## config.mk

```make
export PLATFORM = sky130hd
export DESIGN_NAME = spi_flash_front
export DESIGN_NICKNAME = d
export VERILOG_FILES = /design/src/rtl/sff_pkg.sv /design/src/rtl/sff_sync.sv /design/src/rtl/sff_hold_ctl.sv /design/src/rtl/sff_rx_shift.sv /design/src/rtl/sff_tx_shift.sv /design/src/rtl/spi_flash_front.sv
export SDC_FILE = /design/constraint.sdc
export NUM_CORES = 1
export LEC_CHECK = 0
export ABC_AREA = 1
export BUFFER_PORTS_ARGS = -buffer_cell sky130_fd_sc_hd__buf_2
export CAP_MARGIN = 10
export CORE_UTILIZATION = 55
export DETAILED_ROUTE_END_ITERATION = 10
export GPL_TIMING_DRIVEN = 0
export PLACE_DENSITY = 0.76
export SLEW_MARGIN = 20
export SYNTH_ARGS = -nofsm -noshare
export SYNTH_HDL_FRONTEND = slang
export SYNTH_SLANG_ARGS = --single-unit
```

## constraint.sdc

```tcl
create_clock -name clk -period 2.4 [get_ports clk]
set_input_delay 0.24 -clock clk [delete_from_list [all_inputs] [get_ports clk]]
set_output_delay 0.24 -clock clk [all_outputs]
set_load 0.01 [all_outputs]
```

## src/rtl/sff_pkg.sv

```systemverilog
// Shared types and constants for the SPI flash slave front end.
// Assumes: byte-oriented serial framing; the pin vector order below is
// used by the top level when it packs pins into the synchronizer.
package sff_pkg;
    localparam int SFF_BYTE_W = 8;

    // bit positions inside the synchronized pin vector
    localparam int PIN_CS   = 0;
    localparam int PIN_SCK  = 1;
    localparam int PIN_SDI  = 2;
    localparam int PIN_HOLD = 3;
    localparam int PIN_NUM  = 4;

    // pause controller phase
    typedef enum logic {
        PH_RUN  = 1'b0,
        PH_HELD = 1'b1
    } hold_ph_t;
endpackage

```

## src/rtl/sff_sync.sv

```systemverilog
// Multi-stage synchronizer for a vector of asynchronous pins.
// Assumes: each bit is independent; the reset value sets the idle level of
// each pin so that no false edge appears after reset.
module sff_sync #(
    parameter int             W       = 4,
    parameter int             STAGES  = 2,
    parameter logic [W-1:0]   RST_VAL = '0
) (
    input  logic         clk,
    input  logic         rst_n,
    input  logic [W-1:0] d,
    output logic [W-1:0] q
);
    logic [W-1:0] st [STAGES];

    // first stage captures the raw pins
    always_ff @(posedge clk) begin
        if (!rst_n) st[0] <= RST_VAL;
        else        st[0] <= d;
    end

    generate
        for (genvar k = 1; k < STAGES; k++) begin : g_stage
            // each later stage re-registers the one before it
            always_ff @(posedge clk) begin
                if (!rst_n) st[k] <= RST_VAL;
                else        st[k] <= st[k-1];
            end
        end
    endgenerate

    assign q = st[STAGES-1];
endmodule

```

## src/rtl/sff_hold_ctl.sv

```systemverilog
// Pause controller: decides when the serial interface is on hold.
// Assumes synchronized inputs. Entry needs the pause pin low and the
// serial clock low; exit needs the pause pin high and the clock low.
// A released select always forces the run phase.
module sff_hold_ctl
    import sff_pkg::*;
(
    input  logic clk,
    input  logic rst_n,
    input  logic cs_act,
    input  logic sck_s,
    input  logic hold_n_s,
    output logic held
);
    hold_ph_t ph, ph_nxt;

    // next phase from the pause pin, qualified by the clock low phase
    always_comb begin
        ph_nxt = ph;
        if (!cs_act) begin
            ph_nxt = PH_RUN;
        end else begin
            unique case (ph)
                PH_RUN:  if (!hold_n_s && !sck_s) ph_nxt = PH_HELD;
                PH_HELD: if (hold_n_s && !sck_s)  ph_nxt = PH_RUN;
                default: ph_nxt = PH_RUN;
            endcase
        end
    end

    // phase register
    always_ff @(posedge clk) begin
        if (!rst_n) ph <= PH_RUN;
        else        ph <= ph_nxt;
    end

    assign held = (ph == PH_HELD);
endmodule

```

## src/rtl/sff_rx_shift.sv

```systemverilog
// Receive shifter: collects input bits MSB first on qualified rising
// edges, publishes each byte with a one-cycle strobe and a saturating
// index within the frame.
// Assumes: rise_q already excludes hold and an idle select; consecutive
// strobes are separated by many cycles (serial clock <= clk/4).
module sff_rx_shift #(
    parameter int BYTE_W = 8,
    parameter int IDX_W  = 4
) (
    input  logic              clk,
    input  logic              rst_n,
    input  logic              cs_act,
    input  logic              rise_q,
    input  logic              sdi_s,
    output logic [BYTE_W-1:0] rx_byte,
    output logic              rx_valid,
    output logic [IDX_W-1:0]  rx_index,
    output logic              byte_start
);
    localparam int CNT_W = $clog2(BYTE_W);
    localparam logic [CNT_W-1:0] LAST_BIT = CNT_W'(BYTE_W - 1);
    localparam logic [IDX_W-1:0] IDX_MAX  = {IDX_W{1'b1}};

    logic [BYTE_W-2:0] sh;
    logic [CNT_W-1:0]  bit_cnt;
    logic [IDX_W-1:0]  byte_cnt;

    // bit accumulation and byte completion; a released select clears all
    always_ff @(posedge clk) begin
        if (!rst_n) begin
            sh       <= '0;
            bit_cnt  <= '0;
            byte_cnt <= '0;
            rx_byte  <= '0;
            rx_index <= '0;
            rx_valid <= 1'b0;
        end else if (!cs_act) begin
            sh       <= '0;
            bit_cnt  <= '0;
            byte_cnt <= '0;
            rx_valid <= 1'b0;
        end else begin
            rx_valid <= 1'b0;
            if (rise_q) begin
                sh <= {sh[BYTE_W-3:0], sdi_s};
                if (bit_cnt == LAST_BIT) begin
                    bit_cnt  <= '0;
                    rx_byte  <= {sh, sdi_s};
                    rx_index <= byte_cnt;
                    rx_valid <= 1'b1;
                    if (byte_cnt != IDX_MAX) byte_cnt <= byte_cnt + 1'b1;
                end else begin
                    bit_cnt <= bit_cnt + 1'b1;
                end
            end
        end
    end

    assign byte_start = (bit_cnt == '0);
endmodule

```

## src/rtl/sff_tx_shift.sv

```systemverilog
// Transmit shifter: loads the response byte on the first falling edge of a
// byte slot and moves one bit per later falling edge, MSB first.
// Assumes: fall_q already excludes hold and an idle select; the output is
// released while on hold without losing the shifter contents.
module sff_tx_shift #(
    parameter int BYTE_W = 8
) (
    input  logic              clk,
    input  logic              rst_n,
    input  logic              cs_act,
    input  logic              fall_q,
    input  logic              byte_start,
    input  logic              held,
    input  logic [BYTE_W-1:0] tx_data,
    input  logic              tx_en,
    output logic              sdo,
    output logic              sdo_oe
);
    logic [BYTE_W-1:0] tx_sh;
    logic              oe_q;

    // load at slot start, shift otherwise; a released select clears
    always_ff @(posedge clk) begin
        if (!rst_n) begin
            tx_sh <= '0;
            oe_q  <= 1'b0;
        end else if (!cs_act) begin
            tx_sh <= '0;
            oe_q  <= 1'b0;
        end else if (fall_q) begin
            if (byte_start) begin
                tx_sh <= tx_data;
                oe_q  <= tx_en;
            end else begin
                tx_sh <= {tx_sh[BYTE_W-2:0], 1'b0};
            end
        end
    end

    // output drive is gated by hold so the pad floats while paused
    always_comb begin
        sdo_oe = oe_q && !held;
        sdo    = sdo_oe ? tx_sh[BYTE_W-1] : 1'b0;
    end
endmodule

```

## src/rtl/spi_flash_front.sv

```systemverilog
// SPI flash slave front end: oversamples the select, clock, data and
// pause pins, rebuilds bit edges, applies the hold rules and hands bytes
// to the command logic; shifts response bytes out with an enable.
// Assumes: serial clock at most one quarter of clk; the pins are
// asynchronous to clk; Mode 0 and Mode 3 use the same capture and launch
// edges.
module spi_flash_front
    import sff_pkg::*;
#(
    parameter int IDX_W       = 4,
    parameter int SYNC_STAGES = 2
) (
    input  logic                  clk,
    input  logic                  rst_n,
    input  logic                  cs_n_pin,
    input  logic                  sck_pin,
    input  logic                  sdi_pin,
    input  logic                  hold_n_pin,
    input  logic [SFF_BYTE_W-1:0] tx_data,
    input  logic                  tx_en,
    output logic                  sdo,
    output logic                  sdo_oe,
    output logic [SFF_BYTE_W-1:0] rx_byte,
    output logic                  rx_valid,
    output logic [IDX_W-1:0]      rx_index
);
    localparam logic [PIN_NUM-1:0] PIN_IDLE =
        PIN_NUM'((1 << PIN_CS) | (1 << PIN_HOLD));

    logic [PIN_NUM-1:0] pins_raw, pins_s;
    logic cs_act, sck_s, sdi_s, hold_n_s;
    logic sck_prev, sck_rise, sck_fall;
    logic held, rise_q, fall_q, byte_start;

    // pack the pins in package order for the synchronizer
    always_comb begin
        pins_raw           = '0;
        pins_raw[PIN_CS]   = cs_n_pin;
        pins_raw[PIN_SCK]  = sck_pin;
        pins_raw[PIN_SDI]  = sdi_pin;
        pins_raw[PIN_HOLD] = hold_n_pin;
    end

    sff_sync #(
        .W       (PIN_NUM),
        .STAGES  (SYNC_STAGES),
        .RST_VAL (PIN_IDLE)
    ) u_sync (
        .clk   (clk),
        .rst_n (rst_n),
        .d     (pins_raw),
        .q     (pins_s)
    );

    assign cs_act   = !pins_s[PIN_CS];
    assign sck_s    = pins_s[PIN_SCK];
    assign sdi_s    = pins_s[PIN_SDI];
    assign hold_n_s = pins_s[PIN_HOLD];

    // previous clock level for edge detection, tracked even while held
    always_ff @(posedge clk) begin
        if (!rst_n) sck_prev <= 1'b0;
        else        sck_prev <= sck_s;
    end

    assign sck_rise = sck_s && !sck_prev;
    assign sck_fall = !sck_s && sck_prev;
    assign rise_q   = sck_rise && cs_act && !held;
    assign fall_q   = sck_fall && cs_act && !held;

    sff_hold_ctl u_hold (
        .clk      (clk),
        .rst_n    (rst_n),
        .cs_act   (cs_act),
        .sck_s    (sck_s),
        .hold_n_s (hold_n_s),
        .held     (held)
    );

    sff_rx_shift #(
        .BYTE_W (SFF_BYTE_W),
        .IDX_W  (IDX_W)
    ) u_rx (
        .clk        (clk),
        .rst_n      (rst_n),
        .cs_act     (cs_act),
        .rise_q     (rise_q),
        .sdi_s      (sdi_s),
        .rx_byte    (rx_byte),
        .rx_valid   (rx_valid),
        .rx_index   (rx_index),
        .byte_start (byte_start)
    );

    sff_tx_shift #(
        .BYTE_W (SFF_BYTE_W)
    ) u_tx (
        .clk        (clk),
        .rst_n      (rst_n),
        .cs_act     (cs_act),
        .fall_q     (fall_q),
        .byte_start (byte_start),
        .held       (held),
        .tx_data    (tx_data),
        .tx_en      (tx_en),
        .sdo        (sdo),
        .sdo_oe     (sdo_oe)
    );
endmodule

```

### After elaboration in Yosys (flattened, before gate mapping)

Memories as Yosys holds them, arrays and structs flattened.
Index checks and enable logic that the tools add are counted.

| word-level totals | value |
|---|---|
| word-level logic and storage cells | 52 |
| bits in writable memories | 8 |
| bits of input ports | 15 |
| memories kept | 1 |
| output and inout port bits | 15 |
| register bits after elaboration | 38 |

| cells by class | value |
|---|---|
| bitwise logic cells | 6 |
| reductions and logical operators | 20 |
| equal/unequal tests | 2 |
| mux-type cells | 11 |
| $add $sub $neg | 2 |

Memories:

| memory | depth | bits a word | rd ports | clocked after Yosys merged registers in | write ports | RTL line | text |
|---|---|---|---|---|---|---|---|
| u_sync.st | 2 | 4 | 2 | 0 | 2 | sff_sync.sv:14 | `logic [W-1:0] st [STAGES];` |

Operators by type and width:

| kind | count |
|---|---|
| 1-bit logical AND | 9 |
| 4-bit 2-to-1 mux | 2 |
| 8-bit 2-to-1 mux | 1 |
| 1-bit 2-to-1 mux | 6 |
| 3-bit AND reduction | 2 |
| 1-bit logical NOT | 5 |
| 4-bit by 1-bit adder with 4-bit output (second input constant) | 1 |
| 4-bit != test (second input constant) | 1 |
| 1-bit NOT | 4 |
| 3-bit by 1-bit adder with 3-bit output (second input constant) | 1 |
| 3-bit == test (second input constant) | 1 |
| 3-bit logical NOT | 1 |
| 3-bit 2-to-1 mux | 1 |
| 3-bit OR reduction | 1 |
| 1-bit bitwise OR | 2 |
| 1-bit one-hot mux with 2 select lines | 1 |
| 2-bit AND reduction | 1 |
| 2-bit OR reduction | 1 |

### Depth between registers and ports, before layout

| logic depth | value |
|---|---|
| depth after elaboration | 6 |
| gate-level depth with buffers | 8 |
| gate-level depth less buffers | 8 |

### Hierarchy

From an unflattened synthesis, not the netlist that was laid out.

| unflattened totals | value |
|---|---|
| cell total of the unflattened synthesis | 260 |
| area total of the unflattened synthesis | 1929.4 µm² |

By module, submodules not included:

| module | times used | area an instance (µm²) | cells an instance | sequential area each (µm²) |
|---|---|---|---|---|
| sff_rx_shift | 1 | 1098.6 | 140 | 540.5 |
| sff_tx_shift | 1 | 494.2 | 74 | 180.2 |
| sff_sync | 1 | 225.2 | 25 | 160.2 |
| spi_flash_front | 1 | 65.1 | 13 | 20.0 |
| sff_hold_ctl | 1 | 46.3 | 8 | 20.0 |

### Worst setup path after synthesis

OpenSTA, ideal clock, no wires.

| timing | value |
|---|---|
| path type | reg2reg |
| from | register u_rx.bit_cnt[0] |
| to | register u_rx.rx_byte[2] |
| path slack | 1097 ps |
| library setup time | 70 ps |
| buffers on the path | 2 |
| period minus slack after synthesis | 1303 ps |
| arrival time | 1232 ps |
| data required time | 2330 ps |
| stages on the path, launching flop included | 7 |
| path through | dfxtp_1 -> ha_1 -> ha_1 -> buf_4 -> clkbuf_1 -> nand3_1 -> a21oi_1 |

| on the way | value |
|---|---|
| longest elaborated chain between the ends | 2 |

Ends and longest elaborated chain:

| what | RTL line | text |
|---|---|---|
| start: declaration | sff_rx_shift.sv:25 | `logic [CNT_W-1:0] bit_cnt;` |
| start signal: assignment | sff_rx_shift.sv:53 | `bit_cnt <= bit_cnt + 1'b1;` |
| 3-bit == test | sff_rx_shift.sv:46 | `if (bit_cnt == LAST_BIT) begin` |
| 3-bit AND reduction (no line) | -- |  |
| end signal: assignment | sff_rx_shift.sv:48 | `rx_byte <= {sh, sdi_s};` |
| end: declaration | sff_rx_shift.sv:15 | `output logic [BYTE_W-1:0] rx_byte,` |

No other way between the ends.
A chain may end at the register's enable or synchronous reset.

### Final worst setup path

| timing | value |
|---|---|
| from | register u_rx.bit_cnt[0] |
| to | register u_rx.rx_byte[6] |

Same word-level chain as after synthesis.

==> flow_summary.yaml <==
run_status:
  status: "finished clean"
sta:
  worstMarginPinSlew_ns: 0.467
  finalCritPeriodShare: 0.635
  fin_ws_ns: 0.876
  fin_setup_tns_ns: 0
  slew_headroom: 0.689
  setup_viol: 0
  slew_violations: 0
  fmax_mhz: 656
  hold_violations: 0
  rsz0062_at_grt: "no"
  fin_crit_ns: 1.52
  skew_ns: 0.00463
logic_synthesis:
  seq_area_frac_synth: 0.494
  synth_ff_type: "dfxtp_1"
  synthXorXnorAreaFrac: 0
  yosysUniqueCellTypes: 25
  synth_nets: 260
  synth.area.top_cells: "dfxtp_1 49%, nand2_1 13%, a21oi_1 6.4%"
  synth_compound_gate_area_share: 0.0980
  syn_area_per_cell_um2: 7.74
  synth_top_family_by_area: "simple AND/OR/NAND/NOR gates"
  yosysMostFrequentCell: "nand2_1"
  synth_commonest_cells: "65 x nand2_1, 46 x dfxtp_1, 27 x nor2_1"
  yosys_warnings: 0
  synth_top_area_cell: "dfxtp_1"
  synthMuxAreaShare: 0
  synthSimpleGateAreaFrac: 0.299
  netlist_area_mm2: 0.00186
  netlist.area_leader.share: 0.494
  synthAdderAreaFrac: 0.0268
  ys_ff_latch: 46
  synthArstFlopShare: 0
  synth-edff-count: 0
  syn_inst: 241
power:
  peakVddDrop_mv: 0.387
  pwr-share-seq: 0.649
  p_comb_frac: 0.038
  power_mw: 1.19
  cellPowerDensity_mw_per_mm2: 561
  p_leak_nw: 0.902
  p_clk_frac: 0.312
  intPower_mw: 0.932
  p_sw_mw: 0.260
  switching_share: 0.218
setup_path:
  reg2reg_to: "u_rx.rx_byte[6]"
  worst_setup_path_start_kind: "register"
  r2r_slack_ns: 0.88
  startpoint: "u_rx.bit_cnt[0]"
  path_max_fanout: 10
  r2r_cells: 6
  cp-end-kind: "register"
  worstPathArrival_ns: 1.82
  endpoint: "u_rx.rx_byte[6]"
  critical_path_class: "reg2reg"
  required_ns: 2.69
  rr_startpoint: "u_rx.bit_cnt[0]"
final_layout:
  design_area_mm2: 0.00212
  area_growth_pct: 14.0
  n_fill_cell: 300
  multi_input_area_um2: 791
  register_area_um2: 921
  nets: 296
  utilization: 0.679
  drive_gt1_frac: 0.227
  diodes: 0
drt:
  dr.pass1.iters: 4
  wl_per_cell_um: 10.5
  vias: 1581
  drtIter0Drc: 103
  via_per_inst: 4.91
  wirelength_mm: 3.37
  drc: 0
  ant_nets: 0
global_route:
  grt-ovfl-total: 0
  antenna_found_initial: 0
  grt_start_max_net_pins: 14
  grt_pass1_vias: 1405
  track_usage: 0.215
  grt_pass1_wl_mm: 5.74
cts:
  ctsRootBufferMaster: "clkbuf_4"
  clkSinkCount: 46
  clk_latency_ns: 0.36
  path_clk_slew_ns: 0.12
  cts_tree: "built"
  cts_setup_buffers: 0
  hold_buffers: 0
  ctsResizeCount: 0
  clockBufferDepth: 2
  cts_buffers: 5
  htreeDepth: 2
worst_hold_path:
  holdPathStages: 3
  hold_class: "in2reg"
die:
  num_rows: 20
  die_area_mm2: 0.00363
  die_w_um: 60.2
  start_util: 0.596
  io_pins: 30
  fp.coreArea_mm2: 0.00313
  fp.dieH_um: 60.2
placed_design:
  gp_congestion: 0.833
  post-place-ws_ns: 0.897
  port_buffers: 29
  place_area_mm2: 0.00206
  dp_hpwl_mm: 2.38
flow_run:
  maxCapViolCount: 0
==> cell families after synthesis <==
group,after synthesis
AO/OA/AOI/OAI,36
adder cells (fa/ha/maj),4
buffers and inverters,30
flip-flops,46
AND/OR/NAND/NOR,125
==> sequential cells by signal, summed over array words and instances (netlist names), named ones only <==
register	flops
u_rx.byte_cnt	4
u_sync.st	8
u_rx.sh	7
u_rx.rx_byte	8
u_rx.rx_valid	1
u_rx.rx_index	4
u_tx.tx_sh	8
u_tx.oe_q	1
u_rx.bit_cnt	3
sck_prev	1
==> metal layers <==
metal,track usage,vias up,share of wire
li1,-,834,-
met1,0.257,718,0.49
met2,0.352,22,0.46
met5,0,-,0
met3,0.0671,7,0.033
met4,0.0963,0,0.020
==> critical path: stages (launching register included) <==
cell,delay (ns)
dfxtp_1,0.38
ha_1,0.16
ha_1,0.14
buf_4,0.16
clkbuf_1,0.35
nand3_1,0.13
a21oi_1,0.14
==> through the flow <==
step	hold slack, ns	instances
global route	0.0360	322
detailed placement	0.398	314
CTS	0.0352	322
global placement	0.395	314
finish	0.0575	322
floorplan	0.333	241
==> area by class of cell <==
class	count	area share
flip-flops and latches	46	0.433
multi-input cells	165	0.372
repair buffers	29	0.0683
plain buffers	10	0.0365
inverters	20	0.0353
clock buffers	7	0.0259
well taps	44	0.0259
clock inverters	1	0.00236
==> worst min path at each step <==
stage,to,from,slack (ns)
floorplan,u_sync.st[0][1],rst_n,0.33
global placement,u_sync.st[1][3],u_sync.st[0][3],0.39
detailed placement,u_sync.st[1][1],u_sync.st[0][1],0.40
CTS,u_sync.st[0][1],sck_pin,0.04
global route,u_sync.st[0][2],sdi_pin,0.04
finish,u_sync.st[0][1],sck_pin,0.06
==> power groups by stage <==
| stage | clock network [mW] | logic (mW) | registers (mW) |
|---|---|---|---|
| detailed placement | 0 | 0.0459 | 0.791 |
| finish | 0.372 | 0.0458 | 0.774 |
| global route | 0.424 | 0.0526 | 0.775 |
| global placement | 0 | 0.0448 | 0.791 |
| CTS | 0.391 | 0.0462 | 0.774 |
| floorplan | 0 | 0.0279 | 0.790 |
==> placed cells by master (no fill, tap or decap) <==
| cell | instances |
|---|---|
| a211oi_1 | 1 |
| a21oi_1 | 24 |
| and3_1 | 1 |
| buf_1 | 1 |
| buf_2 | 31 |
| buf_4 | 2 |
| buf_6 | 4 |
| clkbuf_1 | 2 |
| clkbuf_4 | 5 |
| clkbuf_8 | 1 |
| clkinv_2 | 1 |
| dfxtp_1 | 46 |
| ha_1 | 4 |
| inv_1 | 14 |
| inv_2 | 6 |
| nand2_1 | 65 |
| nand2_2 | 3 |
| nand3_1 | 14 |
| nand3_4 | 1 |
| nand4_1 | 4 |
| nor2_1 | 27 |
| nor2_2 | 2 |
| nor2_4 | 2 |
| nor3_1 | 1 |
| nor3_2 | 1 |
| o21ai_0 | 3 |
| o21ai_1 | 8 |
| or2_2 | 4 |
(Power assumes the default switching activity.)
